[config.mk]
export PLATFORM = sky130hd
export DESIGN_NAME = sfc_engine
export DESIGN_NICKNAME = d
export VERILOG_FILES = /design/src/rtl/sfc_engine.sv
export SDC_FILE = /design/constraint.sdc
export NUM_CORES = 1
export LEC_CHECK = 0
export BUFFER_PORTS_ARGS = -buffer_cell sky130_fd_sc_hd__buf_2
export CORE_MARGIN = 5
export CORE_UTILIZATION = 35
export CTS_BUF_LIST = sky130_fd_sc_hd__clkbuf_4 sky130_fd_sc_hd__clkbuf_8 sky130_fd_sc_hd__clkbuf_16
export DETAILED_ROUTE_END_ITERATION = 8
export PLACE_DENSITY = 0.53
export SLEW_MARGIN = 20
export SYNTH_ARGS = -nofsm -noshare
export SYNTH_HDL_FRONTEND = slang
export SYNTH_SLANG_ARGS = --single-unit
[constraint.sdc]
create_clock -name clk -period 5.5 [get_ports clk]
set_input_delay 1.375 -clock clk [delete_from_list [all_inputs] [get_ports clk]]
set_output_delay 1.375 -clock clk [all_outputs]
set_load 0.1 [all_outputs]
[src/rtl/sfc_engine.sv]
module sfc_engine #(
  parameter int NCS = 1
) (
  input  logic           clk,
  input  logic           rst_n,
  input  logic           reg_we,
  input  logic [2:0]     reg_addr,
  input  logic [31:0]    reg_wdata,
  output logic [31:0]    reg_rdata,
  output logic           sck,
  output logic [NCS-1:0] cs_n,
  output logic           mosi,
  input  logic           miso
);
  localparam logic [2:0] A_CMD = 3'd0, A_ADR = 3'd1, A_DAT = 3'd2, A_STA = 3'd3, A_DIV = 3'd4;

  logic [20:0] cmd_q;
  logic [23:0] addr_q;
  logic [31:0] data_q;
  logic [7:0]  rxsh_q;
  logic [4:0]  bidx_q;
  logic [2:0]  bit_q, div_q;
  logic [3:0]  cnt_q;
  logic        busy_q, err_q, held_q, opc_q, sck_q;

  wire [1:0] alen = cmd_q[12:11];
  wire [3:0] dum  = cmd_q[16:13];
  wire [2:0] dlen = cmd_q[10:8];
  wire       wr   = cmd_q[17];
  wire       keep = cmd_q[18];

  wire [4:0] e_op = {4'd0, opc_q};
  wire [4:0] e_ad = e_op + {3'd0, alen};
  wire [4:0] e_du = e_ad + {1'b0, dum};
  wire [4:0] tot  = e_du + {2'd0, dlen};

  wire       cmd_wr = reg_we && reg_addr == A_CMD;
  wire [4:0] n_tot  = {4'd0, !held_q} + {3'd0, reg_wdata[12:11]} + {1'b0, reg_wdata[16:13]}
                      + {2'd0, reg_wdata[10:8]};
  wire       bad    = busy_q || reg_wdata[10:8] > 3'd4 || 32'(reg_wdata[20:19]) >= NCS;
  wire       go     = cmd_wr && !bad && n_tot != 5'd0;
  wire       fin0   = cmd_wr && !bad && n_tot == 5'd0;

  wire [3:0] half_end = {1'b0, div_q} - 4'd1;
  wire [3:0] full_end = {div_q, 1'b0} - 4'd1;
  wire       in_data  = bidx_q >= e_du;
  wire [1:0] ai       = 2'(alen - 2'd1 - 2'(bidx_q - e_op));
  wire [1:0] di       = 2'(bidx_q - e_du);
  wire [23:0] a_sh    = addr_q >> {ai, 3'b000};
  wire [31:0] d_sh    = data_q >> {di, 3'b000};

  logic [7:0] cur;
  always_comb begin
    if (bidx_q < e_op)      cur = cmd_q[7:0];
    else if (bidx_q < e_ad) cur = a_sh[7:0];
    else if (bidx_q < e_du) cur = 8'h00;
    else                    cur = wr ? d_sh[7:0] : 8'h00;
  end

  assign mosi = busy_q && cur[3'd7 - bit_q];
  assign sck  = sck_q;

  for (genvar j = 0; j < NCS; j++) begin : g_cs
    assign cs_n[j] = !(held_q && 32'(cmd_q[20:19]) == j);
  end

  always_comb begin
    case (reg_addr)
      A_CMD:   reg_rdata = {11'd0, cmd_q};
      A_ADR:   reg_rdata = {8'd0, addr_q};
      A_DAT:   reg_rdata = data_q;
      A_STA:   reg_rdata = {30'd0, err_q, busy_q};
      A_DIV:   reg_rdata = {29'd0, div_q};
      default: reg_rdata = 32'd0;
    endcase
  end

  wire unused_wdata = &{1'b0, reg_wdata[31:24]};

  always_ff @(posedge clk or negedge rst_n) begin
    if (!rst_n) begin
      cmd_q <= '0; addr_q <= '0; data_q <= '0; rxsh_q <= '0;
      bidx_q <= '0; bit_q <= '0; div_q <= 3'd1; cnt_q <= '0;
      busy_q <= 1'b0; err_q <= 1'b0; held_q <= 1'b0; opc_q <= 1'b0; sck_q <= 1'b1;
    end else begin
      if (reg_we && reg_addr == A_STA && reg_wdata[1]) err_q <= 1'b0;
      if (cmd_wr && bad) err_q <= 1'b1;
      if (reg_we && reg_addr == A_DIV)
        div_q <= (reg_wdata[2:0] == 3'd0) ? 3'd1 : (reg_wdata[2:0] == 3'd7) ? 3'd6 : reg_wdata[2:0];
      if (reg_we && reg_addr == A_ADR && !busy_q) addr_q <= reg_wdata[23:0];
      if (reg_we && reg_addr == A_DAT && !busy_q) data_q <= reg_wdata;
      if (go) begin
        cmd_q  <= reg_wdata[20:0];
        opc_q  <= !held_q;
        held_q <= 1'b1;
        busy_q <= 1'b1;
        cnt_q  <= '0;
        bidx_q <= '0;
        bit_q  <= '0;
        sck_q  <= 1'b0;
        if (!reg_wdata[17]) data_q <= '0;
      end else if (fin0) begin
        cmd_q  <= reg_wdata[20:0];
        held_q <= reg_wdata[18];
      end else if (busy_q) begin
        if (cnt_q == half_end) begin
          sck_q  <= 1'b1;
          rxsh_q <= {rxsh_q[6:0], miso};
        end
        if (cnt_q == full_end) begin
          cnt_q <= '0;
          if (bit_q == 3'd7 && in_data && !wr)
            for (int j = 0; j < 4; j++)
              if (di == 2'(j)) data_q[8*j +: 8] <= rxsh_q;
          if (bit_q == 3'd7 && bidx_q == tot - 5'd1) begin
            busy_q <= 1'b0;
            held_q <= keep;
          end else begin
            sck_q <= 1'b0;
            bit_q <= bit_q + 3'd1;
            if (bit_q == 3'd7) bidx_q <= bidx_q + 5'd1;
          end
        end else begin
          cnt_q <= cnt_q + 4'd1;
        end
      end
    end
  end

  a_r9_sck_idle_high: assert property (@(posedge clk) disable iff (!rst_n) !busy_q |-> sck);
  a_r9_mosi_still_on_rise: assert property (@(posedge clk) disable iff (!rst_n) $rose(sck) |-> $stable(mosi));
  a_r12_busy_write_errs: assert property (@(posedge clk) disable iff (!rst_n) (cmd_wr && busy_q) |=> err_q);
  a_r8_cs_idle: assert property (@(posedge clk) disable iff (!rst_n) !held_q |-> &cs_n);
  a_r10_count_bound: assert property (@(posedge clk) disable iff (!rst_n) busy_q |-> cnt_q <= full_end);
  a_r11_pending_rises: assert property (@(posedge clk) disable iff (!rst_n) go |=> busy_q);
endmodule

# ---- Yosys cells after proc, flatten, opt, wreduce, memory -nomap -nowiden
# Index checks and enable logic that the tools add are counted.
dict set report classes {
  add_sub_neg 17
  n_mul 0
  div 0
  magnitude_cmp 7
  n_eq_ne 14
  n_shift 2
  mux 55
  n_bitwise 2
  n_reduce_logical 43
}
# op count
set ops {}
lappend ops {{32-bit two-way mux} 7}
lappend ops {{32-bit one-hot mux with 5 select lines} 1}
lappend ops {{8-bit two-way mux} 8}
lappend ops {{21-bit two-way mux} 2}
lappend ops {{32-bit by 5-bit >> shifter with 8-bit output} 1}
lappend ops {{5-bit two-way mux} 6}
lappend ops {{24-bit by 5-bit >> shifter with 8-bit output} 1}
lappend ops {{3-bit two-way mux} 7}
lappend ops {{1-bit two-way mux} 19}
lappend ops {{1-bit logical AND} 17}
lappend ops {{4-bit two-way mux} 4}
lappend ops {{3-bit by 4-bit adder with 5-bit output} 2}
lappend ops {{5-bit by 3-bit adder with 5-bit output} 2}
lappend ops {{2-bit nonzero test} 5}
lappend ops {{3-bit equality test (second input constant)} 3}
lappend ops {{3-bit nonzero test} 3}
lappend ops {{4-bit equality test} 2}
lappend ops {{4-bit AND reduction} 2}
lappend ops {{1-bit by 2-bit adder with 3-bit output} 2}
lappend ops {{3-bit by 2-bit equality test with 1-bit output (second input constant)} 2}
lappend ops {{3-bit logical NOT} 2}
lappend ops {{5-bit by 1-bit adder with 5-bit output (second input constant)} 1}
lappend ops {{5-bit equality test} 1}
lappend ops {{5-bit >= comparator} 1}
lappend ops {{29 further kinds} 39}
dict set report word_totals {
  reg_bits 105
  latchBits 0
  mem_bits_rw 0
  rom_bits 0
  in_bits 39
  out_inout_bits 35
  elab_cells 153
  n_memories 0
}

# ---- Logic depth before layout (Yosys ltp)
dict set report depth {
  word_depth 11
  depth_mapped 15
  mapped_depth_nobuf 14
}

# ---- Worst setup path before layout
# No wires, ideal clock.
dict set report synth_timing {
  path_kind {input port to output port}
  startpoint {input port reg_addr[0]}
  endpoint {output port reg_rdata[2]}
  t_arrival_ns 4.066
  setup_slack_ns 0.059
  path_stages 5
  n_path_buf 1
  cell_sequence {buf_1 -> mux2i_1 -> nor2_1 -> a21oi_1 -> o21ai_0}
}
dict set report synth_via {
  elab_chain_cells 2
  word_cells_on_any_way 6
  cone_classes {eq/ne (4); mux (1); reduce/logical (1)}
}
# item line_no
set synth_rtl {}
lappend synth_rtl {{from (decl)} 7} ;# input logic [2:0] reg_addr,
lappend synth_rtl {{3-bit equality test (tied with other cells)} 68} ;# case (reg_addr)
lappend synth_rtl {{32-bit one-hot mux with 5 select lines (*)} 68}
lappend synth_rtl {{to (decl)} 9} ;# output logic [31:0] reg_rdata,
# Every way passes the cells marked *; elsewhere a longest branch is shown, timed or not.

# ---- Final worst setup path
dict set report layout_timing {
  startpoint {register opc_q}
  endpoint {output port mosi}
}
dict set report layout_via {
  elab_chain_cells 11
  word_cells_on_any_way 17
  cone_classes {add/sub (5); order compare (3); shift (2); mux (6); reduce/logical (1)}
}
# item line_no
set layout_rtl {}
lappend layout_rtl {{from (decl)} 24} ;# logic busy_q, err_q, held_q, opc_q, sck_q;
lappend layout_rtl {{from (signal assigned)} 94} ;# opc_q <= !held_q;
lappend layout_rtl {{1-bit by 2-bit adder with 3-bit output} 33} ;# wire [4:0] e_ad = e_op + {3'd0, alen};
lappend layout_rtl {{3-bit by 4-bit adder with 5-bit output} 34} ;# wire [4:0] e_du = e_ad + {1'b0, dum};
lappend layout_rtl {{2-bit subtractor} 48} ;# wire [1:0] di = 2'(bidx_q - e_du);
lappend layout_rtl {{32-bit by 5-bit >> shifter with 8-bit output} 50} ;# wire [31:0] d_sh = data_q >> {di, 3'b000};
lappend layout_rtl {{8-bit two-way mux} 57} ;# else cur = wr ? d_sh[7:0] : 8'h00;
lappend layout_rtl {{8-bit two-way mux} 56} ;# else if (bidx_q < e_du) cur = 8'h00;
lappend layout_rtl {{8-bit two-way mux} 55} ;# else if (bidx_q < e_ad) cur = a_sh[7:0];
lappend layout_rtl {{8-bit two-way mux (*)} 54} ;# if (bidx_q < e_op) cur = cmd_q[7:0];
lappend layout_rtl {{1-bit binary-select mux with 3-bit select (*)} 60} ;# assign mosi = busy_q && cur[3'd7 - bit_q];
lappend layout_rtl {{1-bit two-way mux (not written as such) (*)} 60}
lappend layout_rtl {{1-bit logical AND (*)} 60}
lappend layout_rtl {{to (decl)} 12} ;# output logic mosi,
# Every way passes the cells marked *; elsewhere a longest branch is shown, timed or not. The select of a mux whose other input is x is not followed.

==> flow_summary_export.csv <==
group,metric,value,unit
die,die_area,23730,um2
setup_path,required,4120,ps
clock_network,clkSinkCount,105,
synth,synthTopCellsByArea,"dfrtp_1, mux2i_1, mux2_2, ha_1, nand2_1",
timing,period_share,97.10,%
cells_and_area,nFillCells,1996,
timing,tightest_slew,1052,ps
setup_path,critPathLaunchType,"flop",
synth,yosysUniqueCellTypes,72,
synth,synthFlopType,"dfrtp_1",
status,outcome,"finished, final reports clean",
job,max_cap_violations,0,
clock_network,numCtsBuffers,9,
setup_path,endpoint_kind,"output port",
clock_network,root_buffer,"clkbuf_16",
setup_path,max_stage_delay,580,ps
synth,async_reset_ff_share,100.0,%
setup_path,crit_top_cell,"ha_1",
drt,drc_errors,0,
global_route,grt_pass1_wl,36.69,mm
drt,vias_per_cell,5.407,
global_route,track_usage,19.87,%
setup_path,reg2reg_setup_slack,1480,ps
global_route,grt_max_degree,69,
setup_path,crit_path_end,"mosi",
drt,antenna_left,0,
die,start_util,35.66,%
synth,ys.warnings.count,0,
synth,synth-adder-area-share,5.961,%
placed_design,hpwl,17.60,mm
setup_path,worstSetupStartpoint,"opc_q",
setup_path,crit_family,"adder cells",
synth,yosysTopAreaCell,"dfrtp_1",
power,p_per_area,472.8,nW/um2
setup_path,r2r_start,"opc_q",
power,power_frac_seq,31.0,%
die,die_w,154.0,um
synth,syn_nets,809,
global_route,grt_pass1_vias,5988,
timing,fin_skew,12.56,ps
clock_network,ctsLongestPathBuffers,2,
synth,synth_top_family_by_area,"multiplexers",
cells_and_area,fin_nets,867,
power,ir_worst_vdd,213.8,uV
drt,drt_wl_total,23.18,mm
die,ios,74,
die,core_area,20360,um2
min_path,min_path_type,"flop to flop",
setup_path,r2r-end,"bidx_q[4]",
synth,yosys.area_share.simple,15.21,%
synth,syn_area_per_cell,9.827,um2
cells_and_area,register_area,2630,um2
timing,rsz0062_at_grt,"no",
timing,final.setup.tns,0,ps
power,switching_power,1.821,mW
drt,dr.pass1.iters,5,
die,std_cell_rows,52,
power,internal_power,2.302,mW
clock_network,cts_setup_buffers,0,
cells_and_area,multiInputGateArea,4355,um2
synth,synth-seq-cells,105,
drt,wl_per_cell,21.62,um
clock_network,clk_pin_slew,90,ps
power,combPwrFrac,53.0,%
setup_path,critPathBufInv,3,
global_route,antenna_found_initial,0,
synth,synth-xor-area-share,3.343,%
timing,setup_viol,0,
cells_and_area,antenna_cells,0,
synth,synth-compound-area-share,13.71,%
drt,drtIter0Drc,408,
global_route,gr-total-overflow,0,
cells_and_area,post_route_cells_drive_above_1_share,21.32,%
clock_network,holdBufCountCts,0,
synth,synthCells,739,
clock_network,htree_levels,3,
clock_network,clock_latency,370,ps
power,p_leak,4.134,nW
power,swShare,44.17,%
cells_and_area,area_delta_synth_final,20.07,%
setup_path,crit_arrival,3970,ps
synth,synth.yosys.seq_area_share,36.22,%
synth,synth-edff-count,0,
timing,finalHoldViolCount,0,
setup_path,crit_path_top_delay_cell,"fa_2",
synth,yosys-mux-area-fraction,21.07,%
setup_path,worstSetupPathType,"flop to output port",
placed_design,gp_congestion,0.8720,
timing,slew_headroom,29.80,%
setup_path,cp_num_cells,14,
power,clock_power_share,16.1,%
setup_path,path_cells,"ha_1 -> ha_1 -> inv_1 -> fa_2 -> ha_4 -> nor2b_1 -> o31ai_1 -> a21boi_0 -> a2111o_1 -> buf_4 -> nand4_1 -> o21ai_0 -> o211a_1 -> buf_6",
timing,finalCriticalPeriod,5340,ps
clock_network,cts_tree,"done",
setup_path,crit_fanout,5,
cells_and_area,post-route-util,42.82,%
timing,report.final.slew_viol_count,0,
setup_path,r2r_cells,14,
timing,clock.fmax,187.3,MHz
synth,synth_top_area_share,35.49,%
drt,vias,5796,
die,die_y,154.0,um
synth,synth_area,7262,um2
placed_design,numPortBuffers,73,
-- power by group through the flow --
stage	Sequential (mW)	Combinational, mW	Clock (mW)
after floorplan	1.15	1.66	0
after global placement	1.29	2.08	0
after detailed placement	1.29	2.11	0
after CTS	1.27	2.15	0.679
after global routing	1.30	2.41	0.705
final	1.28	2.18	0.663
-- worst reg2reg max path, cell delays in order (launching register included) --
cell and delay [ps]:
dfrtp_1 410, ha_1 200, ha_1 290, inv_1 110, fa_2 490, ha_1 300, inv_1 40, ha_1 210
fa_1 460, xnor2_1 140, nand4_1 120, and4b_1 240, nor3_2 400, nand4_1 170, mux2_1 340
-- worst min path at each step --
stage	start	to	slack, ps	cells after the start
3_5_place_dp	rxsh_q[2]	rxsh_q[3]	480	2
5_1_grt	cmd_q[0]	cmd_q[0]	530	2
2_1_floorplan	rxsh_q[0]	rxsh_q[1]	450	2
4_1_cts	rxsh_q[4]	rxsh_q[5]	500	2
3_3_place_gp	rxsh_q[4]	rxsh_q[5]	470	2
6_report	rxsh_q[4]	rxsh_q[5]	500	2
-- final cells by class --
cell class	instances	area share (%)
clock inverter	7	0.7749
inverter	32	1.378
clock buffer	9	2.583
tap	270	3.874
timing repair buffer	92	11.28
multi-input combinational	557	49.95
sequential	105	30.16
-- state kept, by name (all words and copies together), names as in the netlist --
| name | cells |
|---|---|
| busy_q | 1 |
| rxsh_q | 8 |
| cmd_q | 21 |
| held_q | 1 |
| sck | 1 |
| cnt_q | 4 |
| bit_q | 3 |
| bidx_q | 5 |
| addr_q | 24 |
| data_q | 32 |
| err_q | 1 |
| div_q | 3 |
| opc_q | 1 |
-- logic make-up after synthesis --
group | Yosys count
flip-flops | 105
AO/OA/AOI/OAI | 142
AND/OR/NAND/NOR | 225
adder cells (fa/ha/maj) | 31
multiplexers | 137
XOR/XNOR | 22
buffers and inverters | 77
-- metrics by stage --
| stage | hold slack [ps] | worst slack, ps | cells | total power [mW] | cell area (um2) |
|---|---|---|---|---|---|
| after global routing | 532.7 | 19.11 | 1072 | 4.421 | 8720 |
| after floorplan | 449.8 | 58.72 | 739 | 2.817 | 7262 |
| final | 499.5 | 159.8 | 1072 | 4.123 | 8720 |
| after detailed placement | 476.4 | 271.3 | 1056 | 3.401 | 8383 |
| after global placement | 471.9 | 349.9 | 1056 | 3.366 | 8383 |
| after CTS | 499.0 | 13.73 | 1072 | 4.096 | 8690 |
-- per-layer routing --
metal | vias to the layer above | GRT usage (%) | part of all wire (%)
met4 | 0 | 5.803 | 2.3
met2 | 171 | 31.49 | 47
met1 | 2839 | 27.30 | 45
met3 | 25 | 4.441 | 5.4
met5 | - | 0 | 0
li1 | 2761 | - | -
-- layout by cell type (no fill, tap or decap), types with 3 or more instances in the layout --
master     netlist  final
a21oi_1         34     34
buf_4            2     18
mux2_2          34     34
mux2_1           3      3
nand2_1         79     79
xnor2_1          8      8
a211oi_1         4      4
nor3_1           6      6
or3_1            3      3
nand3b_1         6      6
a21o_1           6      6
nor2_1          67     67
inv_8            0      3
nor2b_1          6      6
o21ai_4          3      3
o221ai_1         4      4
a22oi_1          7      7
clkbuf_16        0      9
mux4_2           9      9
nand3_1         12     12
ha_1            25     24
nand2b_1         5      5
fa_1             6      5
nor3b_1          4      4
buf_12           0     31
and2_1          11     11
o21ai_0         34     34
dfrtp_1        103    103
mux2i_1         91     91
buf_2            4     41
and3_1           3      3
inv_1           32     32
o2bb2ai_1       27     27
xor2_1          10      9
nand4_1          4      4
-- cells in the mapped netlist (9+ instances only) --
cell / count
dfrtp_1: 103
mux2i_1: 91
nand2_1: 79
nor2_1: 67
a21oi_1: 34
mux2_2: 34
o21ai_0: 34
inv_1: 32
clkbuf_1: 28
o2bb2ai_1: 27
ha_1: 25
nand3_1: 12
and2_1: 11
xor2_1: 10
mux4_2: 9
-- what timing repair did --
item	in CTS	in global routing
gates resized for setup	3	4
endpoints found under the hold margin	0	0
setup endpoints to repair	1	1
pin swaps	0	1
No activity file was read; power rests on OpenSTA's default activity.
